==> src/rtl/sdram_rd_trunc_pkg.sv <==
package sdram_rd_trunc_pkg;
   // command encoding as {ras_n, cas_n, we_n}
   typedef enum logic [2:0] {
      CMD_NOP  = 3'b111,
      CMD_READ = 3'b101,
      CMD_BST  = 3'b110,
      CMD_PRE  = 3'b010
   } sd_cmd_e;
endpackage

==> src/rtl/sdram_rd_trunc_plan.sv <==
module sdram_rd_trunc_plan #(
   parameter int COL_W = 9,
   parameter int CNT_W = COL_W + 2
) (
   input  logic [1:0]       cas_lat,
   input  logic [1:0]       bl_sel,
   input  logic             full_page,
   input  logic [COL_W-1:0] len_m1,
   input  logic             stop_pre,
   input  logic             auto_pre,
   output logic [1:0]       cl_eff,
   output logic             ap_bit,
   output logic             do_stop,
   output logic             err,
   output logic [CNT_W-1:0] last_at,
   output logic [CNT_W-1:0] stop_at
);
   logic [COL_W-1:0] bl_tab [4];
   logic [COL_W-1:0] bl_m1;
   logic [COL_W-1:0] words_m1;
   logic             trunc_want;

   for (genvar gi = 0; gi < 4; gi++) begin : g_bl
      assign bl_tab[gi] = COL_W'((1 << gi) - 1);
   end

   assign bl_m1      = bl_tab[bl_sel];
   assign cl_eff     = (cas_lat == 2'd0) ? 2'd1 : cas_lat;
   assign trunc_want = full_page || (len_m1 < bl_m1);
   assign err        = !full_page && trunc_want && !stop_pre && auto_pre;
   assign do_stop    = trunc_want && !err;
   assign ap_bit     = !full_page && auto_pre;
   assign words_m1   = do_stop ? len_m1 : bl_m1;

   // last data word is sampled at the edge closing cycle READ+CL+words-1;
   // the stop command leads that edge by CL-1 cycles
   assign last_at = CNT_W'(cl_eff) + CNT_W'(words_m1);
   assign stop_at = last_at - CNT_W'(cl_eff) + CNT_W'(1);
endmodule

==> src/rtl/sdram_rd_trunc_cmd.sv <==
module sdram_rd_trunc_cmd
   import sdram_rd_trunc_pkg::*;
#(
   parameter int BANK_W = 2,
   parameter int COL_W  = 9,
   parameter int ADDR_W = 13,
   parameter int AP_BIT = 10,
   parameter int CNT_W  = COL_W + 2
) (
   input  logic              clk,
   input  logic              rst_n,
   input  logic              start,
   input  logic [BANK_W-1:0] bank,
   input  logic [COL_W-1:0]  col,
   input  logic              ap,
   input  logic              do_stop,
   input  logic              stop_pre,
   input  logic              err_in,
   input  logic [CNT_W-1:0]  stop_at,
   input  logic [CNT_W-1:0]  last_at,
   output logic              busy,
   output logic [CNT_W-1:0]  cnt,
   output sd_cmd_e           cmd,
   output logic [BANK_W-1:0] ba,
   output logic [ADDR_W-1:0] addr,
   output logic              err
);
   logic              run_q;
   logic [CNT_W-1:0]  cnt_q, cnt_nxt, stop_at_q, last_at_q;
   logic              do_stop_q, pre_q, err_q;
   logic [BANK_W-1:0] bank_q, ba_q;
   logic [ADDR_W-1:0] addr_q, rd_addr;
   sd_cmd_e           cmd_q;

   assign cnt_nxt = cnt_q + CNT_W'(1);

   always_comb begin
      rd_addr = '0;
      rd_addr[COL_W-1:0] = col;
      rd_addr[AP_BIT]    = ap;
   end

   always_ff @(posedge clk) begin
      if (!rst_n) begin
         run_q     <= 1'b0;
         cnt_q     <= '0;
         stop_at_q <= '0;
         last_at_q <= '0;
         do_stop_q <= 1'b0;
         pre_q     <= 1'b0;
         bank_q    <= '0;
         cmd_q     <= CMD_NOP;
         ba_q      <= '0;
         addr_q    <= '0;
         err_q     <= 1'b0;
      end else begin
         cmd_q  <= CMD_NOP;
         ba_q   <= '0;
         addr_q <= '0;
         err_q  <= 1'b0;
         if (start) begin
            run_q     <= 1'b1;
            cnt_q     <= '0;
            stop_at_q <= stop_at;
            last_at_q <= last_at;
            do_stop_q <= do_stop;
            pre_q     <= stop_pre;
            bank_q    <= bank;
            cmd_q     <= CMD_READ;
            ba_q      <= bank;
            addr_q    <= rd_addr;
            err_q     <= err_in;
         end else if (run_q) begin
            cnt_q <= cnt_nxt;
            if (cnt_q == last_at_q) run_q <= 1'b0;
            if (do_stop_q && cnt_nxt == stop_at_q) begin
               cmd_q <= pre_q ? CMD_PRE : CMD_BST;
               if (pre_q) ba_q <= bank_q;
            end
         end
      end
   end

   assign busy = run_q;
   assign cnt  = cnt_q;
   assign cmd  = cmd_q;
   assign ba   = ba_q;
   assign addr = addr_q;
   assign err  = err_q;
endmodule

==> src/rtl/sdram_rd_trunc_cap.sv <==
module sdram_rd_trunc_cap #(
   parameter int DATA_W = 16,
   parameter int CNT_W  = 11
) (
   input  logic              clk,
   input  logic              rst_n,
   input  logic              start,
   input  logic [1:0]        cl,
   input  logic [CNT_W-1:0]  last_at,
   input  logic              busy,
   input  logic [CNT_W-1:0]  cnt,
   input  logic [DATA_W-1:0] dq,
   output logic              valid,
   output logic [DATA_W-1:0] data,
   output logic              last
);
   logic [1:0]       cl_q;
   logic [CNT_W-1:0] last_q;
   logic             in_win;

   assign in_win = busy && !start && (cnt >= CNT_W'(cl_q));

   always_ff @(posedge clk) begin
      if (!rst_n) begin
         cl_q   <= 2'd1;
         last_q <= '0;
         valid  <= 1'b0;
         data   <= '0;
         last   <= 1'b0;
      end else begin
         if (start) begin
            cl_q   <= cl;
            last_q <= last_at;
         end
         valid <= in_win;
         last  <= in_win && (cnt == last_q);
         if (in_win) data <= dq;
      end
   end
endmodule

==> src/rtl/sdram_rd_trunc.sv <==
module sdram_rd_trunc
   import sdram_rd_trunc_pkg::*;
#(
   parameter int BANK_W = 2,
   parameter int COL_W  = 9,
   parameter int ADDR_W = 13,
   parameter int AP_BIT = 10,
   parameter int DATA_W = 16
) (
   input  logic              clk,
   input  logic              rst_n,
   input  logic [1:0]        cfg_cas_lat,
   input  logic [1:0]        cfg_bl_sel,
   input  logic              cfg_full_page,
   input  logic              req_valid,
   output logic              req_ready,
   input  logic [BANK_W-1:0] req_bank,
   input  logic [COL_W-1:0]  req_col,
   input  logic [COL_W-1:0]  req_len_m1,
   input  logic              req_stop_pre,
   input  logic              req_auto_pre,
   output logic              sd_cs_n,
   output logic              sd_ras_n,
   output logic              sd_cas_n,
   output logic              sd_we_n,
   output logic [BANK_W-1:0] sd_ba,
   output logic [ADDR_W-1:0] sd_addr,
   output logic [DATA_W/8-1:0] sd_dqm,
   input  logic [DATA_W-1:0] sd_dq_in,
   output logic              rd_valid,
   output logic [DATA_W-1:0] rd_data,
   output logic              rd_last,
   output logic              trunc_err
);
   localparam int CNT_W = COL_W + 2;
   localparam int DQM_W = DATA_W / 8;

   if (COL_W < 3) begin : g_bad_col
      $error("COL_W must cover the longest fixed burst");
   end
   if (AP_BIT >= ADDR_W || AP_BIT < COL_W) begin : g_bad_ap
      $error("AP_BIT must lie above the column field inside the address bus");
   end
   if (DATA_W % 8 != 0) begin : g_bad_dw
      $error("DATA_W must be a whole number of bytes");
   end

   logic [1:0]       cl_eff;
   logic             ap_bit, do_stop, err_c, busy, start;
   logic [CNT_W-1:0] last_at, stop_at, cnt;
   sd_cmd_e          cmd;

   assign req_ready = !busy;
   assign start     = req_valid && req_ready;

   sdram_rd_trunc_plan #(.COL_W(COL_W), .CNT_W(CNT_W)) u_plan (
      .cas_lat  (cfg_cas_lat),
      .bl_sel   (cfg_bl_sel),
      .full_page(cfg_full_page),
      .len_m1   (req_len_m1),
      .stop_pre (req_stop_pre),
      .auto_pre (req_auto_pre),
      .cl_eff   (cl_eff),
      .ap_bit   (ap_bit),
      .do_stop  (do_stop),
      .err      (err_c),
      .last_at  (last_at),
      .stop_at  (stop_at)
   );

   sdram_rd_trunc_cmd #(
      .BANK_W(BANK_W), .COL_W(COL_W), .ADDR_W(ADDR_W),
      .AP_BIT(AP_BIT), .CNT_W(CNT_W)
   ) u_cmd (
      .clk     (clk),
      .rst_n   (rst_n),
      .start   (start),
      .bank    (req_bank),
      .col     (req_col),
      .ap      (ap_bit),
      .do_stop (do_stop),
      .stop_pre(req_stop_pre),
      .err_in  (err_c),
      .stop_at (stop_at),
      .last_at (last_at),
      .busy    (busy),
      .cnt     (cnt),
      .cmd     (cmd),
      .ba      (sd_ba),
      .addr    (sd_addr),
      .err     (trunc_err)
   );

   sdram_rd_trunc_cap #(.DATA_W(DATA_W), .CNT_W(CNT_W)) u_cap (
      .clk    (clk),
      .rst_n  (rst_n),
      .start  (start),
      .cl     (cl_eff),
      .last_at(last_at),
      .busy   (busy),
      .cnt    (cnt),
      .dq     (sd_dq_in),
      .valid  (rd_valid),
      .data   (rd_data),
      .last   (rd_last)
   );

   assign sd_cs_n = 1'b0;
   assign {sd_ras_n, sd_cas_n, sd_we_n} = cmd;
   assign sd_dqm = {DQM_W{1'b0}};
endmodule

==> config.mk <==
export PLATFORM = sky130hd
export DESIGN_NAME = sdram_rd_trunc
export DESIGN_NICKNAME = d
export VERILOG_FILES = /design/src/rtl/sdram_rd_trunc_pkg.sv /design/src/rtl/sdram_rd_trunc_plan.sv /design/src/rtl/sdram_rd_trunc_cmd.sv /design/src/rtl/sdram_rd_trunc_cap.sv /design/src/rtl/sdram_rd_trunc.sv
export SDC_FILE = /design/constraint.sdc
export NUM_CORES = 1
export LEC_CHECK = 0
export ABC_AREA = 1
export ABC_CLOCK_PERIOD_IN_PS = 4450
export BUFFER_PORTS_ARGS = -buffer_cell sky130_fd_sc_hd__buf_2
export CELL_PAD_IN_SITES_DETAIL_PLACEMENT = 0
export CELL_PAD_IN_SITES_GLOBAL_PLACEMENT = 1
export CORE_MARGIN = 2
export CORE_UTILIZATION = 35
export CTS_CLUSTER_SIZE = 16
export DETAILED_ROUTE_END_ITERATION = 8
export PLACE_DENSITY_LB_ADDON = 0.1
export SYNTH_ARGS = -nofsm -noshare
export SYNTH_HDL_FRONTEND = slang
export SYNTH_SLANG_ARGS = --single-unit
==> constraint.sdc <==
create_clock -name clk -period 4.45 [get_ports clk]
set_input_delay 0.89 -clock clk [delete_from_list [all_inputs] [get_ports clk]]
set_output_delay 0.89 -clock clk [all_outputs]
set_load 0.005 [all_outputs]
After elaboration in Yosys (flattened, before gate mapping)
Index checks and enable logic that the tools add are counted.
{ "classes": {"n_addsub": 4, "n_mul": 0, "div": 0, "n_lt_le_gt_ge": 3, "eq_ne": 2, "n_shift": 0, "mux": 16, "bitwise_logic": 4, "n_reduce_logical": 20} }
{ "op_table": {"columns": ["operator", "count"], "rows": [
  ["two-way mux 9 bit", 3],
  ["adder 11 x 1 -> 11 bit (second input constant)", 2],
  ["equality test 11 bit", 2],
  ["binary-select mux 9 bit (select 2 bit)", 1],
  ["two-way mux 2 bit", 8],
  ["greater-or-equal comparator 11 x 2 -> 1 bit", 1],
  ["subtractor 11 x 2 -> 11 bit", 1],
  ["adder 2 x 9 -> 10 bit", 1],
  ["logical AND 1 bit", 10],
  ["less-than comparator 9 bit", 1],
  ["zero test 1 bit", 5],
  ["OR reduction 4 bit", 1],
  ["greater-or-equal comparator 3 bit (second input constant)", 1],
  ["two-way mux 1 bit", 3],
  ["two-way mux 3 bit", 1],
  ["inverter 1 bit", 3],
  ["inverter 2 -> 3 bit", 1],
  ["zero test 2 bit", 1],
  ["AND reduction 2 bit", 1],
  ["OR reduction 2 bit", 1],
  ["logical OR 1 bit", 1]
]} }
{ "totals": {"register_bits": 77, "latchBits": 0, "ramBits": 0, "mem_bits_ro": 0, "in_bits": 46, "memories": 0} }

Depth between registers and ports, before layout
Gate-level depths: netlist of the first run.
{ "logic_depth": {"ltp_word": 15, "ltp_mapped": 27, "mapped_depth_nobuf": 27} }

Modules after synthesis
From an unflattened synthesis of the first run, not the netlist that was laid out.
{ "unflattened": {"cells_unflattened": 725, "hier_area_um2": 5002.3} }
{ "by_module_without_submodules": {"columns": ["mod", "instances", "cells_per_inst", "area_per_inst_um2", "seq_area_each_um2"], "rows": [
  ["sdram_rd_trunc_cmd", 1, 347, 2477.4, 1081.0],
  ["sdram_rd_trunc_cap", 1, 207, 1511.4, 620.6],
  ["sdram_rd_trunc_plan", 1, 164, 973.4, 0.0],
  ["sdram_rd_trunc", 1, 7, 40.0, 0.0]
]} }

Least setup slack after synthesis of the first run
No wires, ideal clock.
{ "synth_path": {"path_type": "input to register", "startpoint": "input port cfg_bl_sel[0]", "endpoint": "register u_cmd.stop_at_q[7]", "arrival_ps": 4263, "required_time_ps": 4325, "setup_slack_ps": 62, "cell_stages": 27, "n_path_buf": 0, "cell_sequence": "nand2_1 > ha_1 > nand2_1 > nand2_1 > nor2_1 > nand3_2 > nand2_4 > nand2_4 > o21ai_0 > o21ai_0 > ha_1 > fa_1 > inv_1 > ha_1 > inv_1 > ha_1 > inv_1 > fa_1 > inv_1 > nand3_1 > nand2_1 > nand2_1 > nand2_1 > a21oi_1 > o21ai_0 > a21oi_1 > o21bai_1"} }
{ "synth_between": {"elab_chain_cells": 15} }
{ "synth_lines": {"columns": ["element", "line_no", "rtl"], "rows": [
  ["from (decl)", "sdram_rd_trunc.sv:13", "input logic [1:0] cfg_bl_sel,"],
  ["inverter 2 -> 3 bit (not written as such) (*)", "sdram_rd_trunc_plan.sv:27", "assign bl_m1 = bl_tab[bl_sel];"],
  ["binary-select mux 9 bit (select 2 bit) (*)", "sdram_rd_trunc_plan.sv:27", null],
  ["two-way mux 9 bit (not written as such) (*) (2 in series)", "sdram_rd_trunc_plan.sv:27", null],
  ["less-than comparator 9 bit", "sdram_rd_trunc_plan.sv:29", "assign trunc_want = full_page || (len_m1 < bl_m1);"],
  ["logical OR 1 bit", "sdram_rd_trunc_plan.sv:29", null],
  ["logical AND 1 bit (3 in series)", "sdram_rd_trunc_plan.sv:30", "assign err = !full_page && trunc_want && !stop_pre && auto_pre;"],
  ["zero test 1 bit", "sdram_rd_trunc_plan.sv:31", "assign do_stop = trunc_want && !err;"],
  ["logical AND 1 bit", "sdram_rd_trunc_plan.sv:31", null],
  ["two-way mux 9 bit (*)", "sdram_rd_trunc_plan.sv:33", "assign words_m1 = do_stop ? len_m1 : bl_m1;"],
  ["adder 2 x 9 -> 10 bit (*)", "sdram_rd_trunc_plan.sv:37", "assign last_at = CNT_W'(cl_eff) + CNT_W'(words_m1);"],
  ["named net last_at[1]", "sdram_rd_trunc.sv:50", "logic [CNT_W-1:0] last_at, stop_at, cnt;"],
  ["subtractor 11 x 2 -> 11 bit (*)", "sdram_rd_trunc_plan.sv:38", "assign stop_at = last_at - CNT_W'(cl_eff) + CNT_W'(1);"],
  ["adder 11 x 1 -> 11 bit (*)", "sdram_rd_trunc_plan.sv:38", null],
  ["to (signal assigned)", "sdram_rd_trunc_cmd.sv:64", "stop_at_q <= stop_at;"],
  ["to (decl)", "sdram_rd_trunc_cmd.sv:29", "logic [CNT_W-1:0] cnt_q, cnt_nxt, stop_at_q, last_at_q;"]
]} }
Mark *: on every way through the listed nets, which the timed path passes. The rest lies on a longest branch. The select of a mux whose other input is x is not followed.
A chain may end at the register's enable or synchronous reset.

Final worst setup path of the first run
{ "layout_path": {"startpoint": "input port cfg_bl_sel[1]", "endpoint": "register u_cmd.stop_at_q[6]"} }
The elaborated chain is that of the path after synthesis.

==> metrics, run 1 <==
outcome=completed; sequential-to-total area share from yosys stat=37.7%; Crit path largest cell delay=approximately 0.34 ns; initial antenna violation count=0; Die X=109 microns; H-tree levels=3; Tmin final=4.10 ns; vias per cell=4.57; first-pass GRT wire length=16300 microns; worst setup path class=primary input to register; Worst setup SP type=primary input; DP HPWL=roughly 7600 microns; count leader, synth=nand2_1; Critical Path RT=4.66 ns; area of the multi-input gates=2020 sq um; hold slack=0.452 ns; Remaining DRCs=0; core box area=10800 sq um; cell area after synthesis=3870 sq um; vias in the first global route=3486; Initial DRT Pass Iterations=4; Layout Skew=roughly 0.011 ns; Post-DRT Antenna Nets=0; Yosys top cell by area=dfxtp_1; Initial DRC Count=121; Final nets=723; Pleak=around 0.0024 uW; Worst path top cell family by delay=compound AO/OA/AOI/OAI gates; # diodes=0; routed wire length per instance=between 10 and 15 microns; Unique masters post-synth=35; maximum root-to-sink buffer count=2; overall routed net length=between 9000 and 10000 microns; post-synthesis sequential element count=between 70 and 80; FF+latch area=about 1500 sq um; die height=109 microns; max_cap viols=0; synth warn=0; Root Buffer=clkbuf_8; largest net degree at the start of global routing=29; I/O Pins=87; period utilization=between 90 and 100%; Worst-Margin Slew=0.659 ns; CP Max Fanout=5; Slew Viols, Final=0; CTS clock-pin slew for the worst setup and hold paths=about 0.08 ns; layout cell share with drive strength beyond 1=23.1%; TNS Setup=0 ns; top cells by count, synth=nand2_1, inv_1, dfxtp_1, nor2_1, o21ai_0; Synth top area share=between 30% and 40%; post-synthesis average cell area=around 7 sq um; number of buffers created by CTS=9; Final Hold Viols=0; Synth Flop Type=dfxtp_1; Worst path slowest cell=ha_1; fmax=roughly 240 MHz; Pwr Density=388 nW/um^2; GPL Wtd Cong=around 0.8; Final WS setup=between 0.3 and 0.4 ns; Fill cells=1179; port buffer count=80; GR Util All Layers=approximately 18%; main area contributors after synthesis=dfxtp_1, nand2_1, inv_1; Syn Inst Count=around 560; Area Growth Syn to Fin=23.8%; CTS Hold Bufs=0; Peak VDD IR=0.208 mV; # setup viols final=0; most used cell, CP=nand2_1; die area=11900 sq um; routed vias=about 3700; Starting Density=35.7%; Critical path buffers and inverters=6; CTS tree=done; Placement Setup Slack=-0.265 ns; GRT overflow=0; number of enable flip-flop cells after synthesis=0; FP Rows=38; CTS sink count=73; post-synthesis async set-or-reset flop share=0%; worst hold path class=register to register; Clk Latency, worst-skew pair=0.36 ns; unrepaired setup endpoints after global routing=false; CP endpoint kind=register; Slew headroom=between 50% and 60%; CP arrival=about 4.3 ns
-- state kept, by name (all words and copies together), names as in the netlist --
name             count
u_cap.data          16
u_cmd.cnt           11
u_cmd.stop_at_q     11
u_cap.last_q        10
u_cmd.addr          10
u_cmd.cmd            3
u_cap.cl_q           2
u_cmd.ba             2
u_cmd.bank_q         2
u_cap.last           1
u_cap.valid          1
u_cmd.busy           1
u_cmd.do_stop_q      1
u_cmd.err            1
u_cmd.pre_q          1
-- metal layers --
layer	vias to the layer above	GRT usage, %	part of all wire, %
li1	1979	-	-
met1	1623	23.0	48
met2	62	28.7	48
met4	0	8.32	1.1
met3	4	3.11	3.4
met5	-	0	0
-- kinds of logic after synthesis --
| kind of cell | synth area share, % |
|---|---|
| other cells | 0.0968 |
| fa+ha+maj | 6.85 |
| xor+xnor | 2.68 |
| flops | 37.7 |
| compound gates | 13.5 |
| buf+inv | 11.1 |
| simple gates | 28.0 |
-- cells in the final DEF, fill, tap and decap left out, drive strengths merged, types with 3 or more instances in the layout --
| cell | Yosys | layout |
|---|---|---|
| buf | 8 | 106 |
| dfxtp | 73 | 73 |
| clkbuf | 12 | 11 |
| o21ai | 50 | 50 |
| ha | 18 | 18 |
| inv | 87 | 88 |
| nand3 | 38 | 38 |
| nand4 | 10 | 10 |
| a21oi | 28 | 28 |
| nor2 | 73 | 73 |
| nand2 | 114 | 114 |
| o22ai | 10 | 10 |
| xor2 | 6 | 6 |
| conb | 1 | 6 |
| nor3 | 8 | 8 |
| xnor2 | 5 | 5 |
| o21bai | 3 | 3 |
-- repair_timing --
item,in CTS,in global routing
setup buffers,0,1
setup endpoints to repair,0,6
gates resized for setup,0,8
-- path summary, 6_finish.rpt --
check,start,to,slack [ns],cells past startpoint
max reg2reg,u_cmd.cnt[0],u_cap.data[12],1.90,8
min reg2reg,u_cmd.pre_q,u_cmd.cmd[2],0.45,1
min,u_cmd.pre_q,u_cmd.cmd[2],0.45,1
max,cfg_bl_sel[1],u_cmd.stop_at_q[6],0.35,26
-- per-stage QoR --
| step | std cells | util [%] | cell area, sq um | power (uW) |
|---|---|---|---|---|
| 2_1_floorplan | 560 | - | 3890 | 1130 |
| 3_3_place_gp | 785 | 42.0 | 4550 | 1310 |
| 3_5_place_dp | 785 | 42.0 | 4550 | 1320 |
| 4_1_cts | 801 | 44.0 | 4770 | 1890 |
| 5_1_grt | 802 | 44.2 | 4800 | 2000 |
| 6_report | 802 | 44.2 | 4800 | 1860 |
-- where the power goes --
part	leakage (uW)	internal, uW	total (uW)	switching, uW
clock network	0.000102	292	556	263
logic	0.00168	220	528	308
registers	0.000597	732	778	45.4
-- final cells by class --
| type | instances | area share [%] |
|---|---|---|
| inverter | 87 | 6.81 |
| sequential | 73 | 30.5 |
| timing repair buffer | 106 | 12.4 |
| clock buffer | 11 | 3.16 |
| clock inverter | 5 | 1.30 |
| tap | 140 | 3.65 |
| multi-input combinational | 380 | 42.2 |
No activity file was read; power rests on OpenSTA's default activity.
==> run 2: changes to the inputs <==
--- a/config.mk
+++ b/config.mk
@@ -5,7 +5,7 @@
 export SDC_FILE = /design/constraint.sdc
 export NUM_CORES = 1
 export LEC_CHECK = 0
-export ABC_AREA = 1
+export ABC_AREA = 0
 export ABC_CLOCK_PERIOD_IN_PS = 4450
 export BUFFER_PORTS_ARGS = -buffer_cell sky130_fd_sc_hd__buf_2
 export CELL_PAD_IN_SITES_DETAIL_PLACEMENT = 0
@@ -15,6 +15,7 @@
 export CTS_CLUSTER_SIZE = 16
 export DETAILED_ROUTE_END_ITERATION = 8
 export PLACE_DENSITY_LB_ADDON = 0.1
+export SLEW_MARGIN = 20
 export SYNTH_ARGS = -nofsm -noshare
 export SYNTH_HDL_FRONTEND = slang
 export SYNTH_SLANG_ARGS = --single-unit
==> metrics, run 2 <==
period utilization=96.5% (+4.3 points); Layout Skew=0.0109 ns (-0.000211 ns); Tot Pwr=1650 uW (-11%); Final nets=615 (-15%); GR Util All Layers=16.3% (-1.5 points); Syn Inst Count=456 (-18%); Worst setup SP type=primary input; Slew headroom=32.2% (-24 points); sequential-to-total area share from yosys stat=37.3% (-0.47 points); Post-DRT Antenna Nets=0 (unchanged); Starting Density=36.0% (+0.29 points); worst setup path class=primary input to register; vias per cell=4.80 (+4.9%); synth warn=0 (unchanged); Slew Viols, Final=0 (unchanged); max_cap viols=0 (unchanged); CP Max Fanout=3 (-2); Synth Flop Type=dfxtp_1; CP endpoint kind=register; count leader, synth=dfxtp_1; post-synthesis sequential element count=73 (unchanged); number of buffers created by CTS=9 (unchanged); I/O Pins=87 (unchanged); overall routed net length=9550 microns (-2.6%); Fill cells=1127 (-4.4%); H-tree levels=3 (unchanged); GRT overflow=0 (unchanged); routed wire length per instance=13.8 microns (+13%); Yosys top cell by area=dfxtp_1; Pwr Density=340 nW/um^2 (-12%); GPL Wtd Cong=0.784 (-1.7%); CTS Hold Bufs=0 (unchanged); Peak VDD IR=0.156 mV (-25%); # diodes=0 (unchanged); CTS sink count=73 (unchanged); Pleak=0.00228 uW (-4.2%); hold slack=0.449 ns (-0.00221 ns); Root Buffer=clkbuf_8; post-synthesis async set-or-reset flop share=0% (unchanged); commonest non-fill, non-tap cell in the layout=buf_2; Synth top area share=37.3% (-0.47 points); top cells by count, synth=dfxtp_1, nand2_1, nor2_1, a21oi_1, xor2_1; worst hold path class=register to register; Initial DRT Pass Iterations=4 (unchanged); Top reg by flops=u_cap.data; Area Growth Syn to Fin=23.9% (about the same); outcome=completed; fmax=233 MHz (-4.4%); Worst-Margin Slew=1.02 ns (+0.359 ns); # setup viols final=0 (unchanged); largest net degree at the start of global routing=40 (+38%); vias in the first global route=3075 (-12%); area of the multi-input gates=2280 sq um (+13%); Initial DRC Count=113 (-6.6%); first-pass GRT wire length=14900 microns (-8.7%); CTS clock-pin slew for the worst setup and hold paths=0.08 ns (about the same); maximum root-to-sink buffer count=2 (unchanged); port buffer count=80 (unchanged); layout cell share with drive strength beyond 1=29.2% (+6.1 points); cell area after synthesis=3920 sq um (+1.3%); FP Rows=38 (unchanged); core box area=10900 sq um (+0.44%); Remaining DRCs=0 (unchanged); most frequent cells in the layout=buf_2, dfxtp_1, nor2_1, nand2_1, buf_4; Unique masters post-synth=52 (+49%); routed vias=3330 (-9.2%); post-synthesis average cell area=8.60 sq um (+23%); Die X=110 microns (+0.60%); max FFs per register=16 (unchanged); initial antenna violation count=0 (unchanged); CP arrival=4.58 ns (+0.27 ns); number of enable flip-flop cells after synthesis=0 (unchanged); die area=12100 sq um (+1.2%); Critical Path RT=4.74 ns (+0.08 ns); CTS tree=done; FF+latch area=1460 sq um (unchanged); Clk Latency, worst-skew pair=0.36 ns (about the same); Final Hold Viols=0 (unchanged); main area contributors after synthesis=dfxtp_1, xor2_1, ha_1; die height=110 microns (+0.60%); DP HPWL=7080 microns (-6.8%); Tmin final=4.29 ns (+0.191 ns)
-- run 2: cell type report --
| class | instances | share of cell area (%) |
|---|---|---|
| multi-input combinational | 329 | 47.0 |
| sequential | 73 | 30.1 |
| timing repair buffer | 113 | 13.4 |
| tap | 140 | 3.61 |
| clock buffer | 10 | 2.83 |
| inverter | 23 | 1.78 |
| clock inverter | 6 | 1.34 |
-- run 2: worst max-delay path, cell delays in order --
cell	delay (ns)
buf_4	0.09
and2_4	0.14
inv_1	0.04
ha_1	0.26
o21a_1	0.12
o31ai_2	0.07
a41oi_2	0.24
buf_4	0.17
mux2_4	0.32
fa_2	0.56
inv_2	0.05
ha_4	0.23
inv_2	0.06
ha_4	0.12
inv_2	0.03
fa_2	0.36
nor2b_2	0.14
o21a_1	0.14
o211ai_1	0.13
a31oi_1	0.19
nand4b_1	0.12
o211ai_1	0.11
-- run 2: cell families after synthesis --
group / Yosys count / share of synthesized area [%]
buffers and inverters: 59 / 7.63
AOI/OAI and AO/OA: 69 / 11.4
other: 1 / 0.0956
muxes: 22 / 5.65
and+or+nand+nor: 170 / 21.9
xor gates and xnor gates: 42 / 9.38
adders and majority gates: 20 / 6.76
DFF: 73 / 37.3
-- run 2: metal layers --
metal  part of all wire (%)  GRT usage (%)  vias up
li1                       -              -     1728
met1                     47           21.0     1532
met2                     47           25.7       63
met3                    4.0           4.39        7
met4                    1.1           6.42        0
met5                      0              0        -
-- run 2: repair_timing --
action / CTS / global route
gates resized for setup: 0 / 15
buffers inserted: 0 / 4
endpoints found under the setup margin: 0 / 4
-- run 2: worst paths after layout --
kind,start,to,slack [ns],depth (start not counted)
worst max-delay path,cfg_bl_sel[1],u_cmd.stop_at_q[9],0.16,22
worst min register to register,u_cmd.pre_q,u_cmd.cmd[2],0.45,1
worst max register to register,u_cmd.cnt[0],u_cap.data[6],1.91,6
worst min-delay path,u_cmd.pre_q,u_cmd.cmd[2],0.45,1
-- run 2: where the power goes --
part | switching, uW | internal [uW]
Clock | 260 | 275
Combinational | 196 | 194
Sequential | 32.1 | 694
Total | 488 | 1160
-- run 2: stage by stage --
stage | std cells | util, % | setup TNS, ns | area [sq um] | setup slack, ns
global placement | 674 | 41.7 | -0.285 | 4540 | -0.115
floorplan | 461 | - | -0.0173 | 3950 | -0.0173
global route | 694 | 44.6 | -0.0648 | 4860 | -0.0238
CTS | 690 | 43.5 | 0 | 4740 | 0.166
detailed placement | 674 | 41.7 | -0.655 | 4540 | -0.212
finish | 694 | 44.6 | 0 | 4860 | 0.158
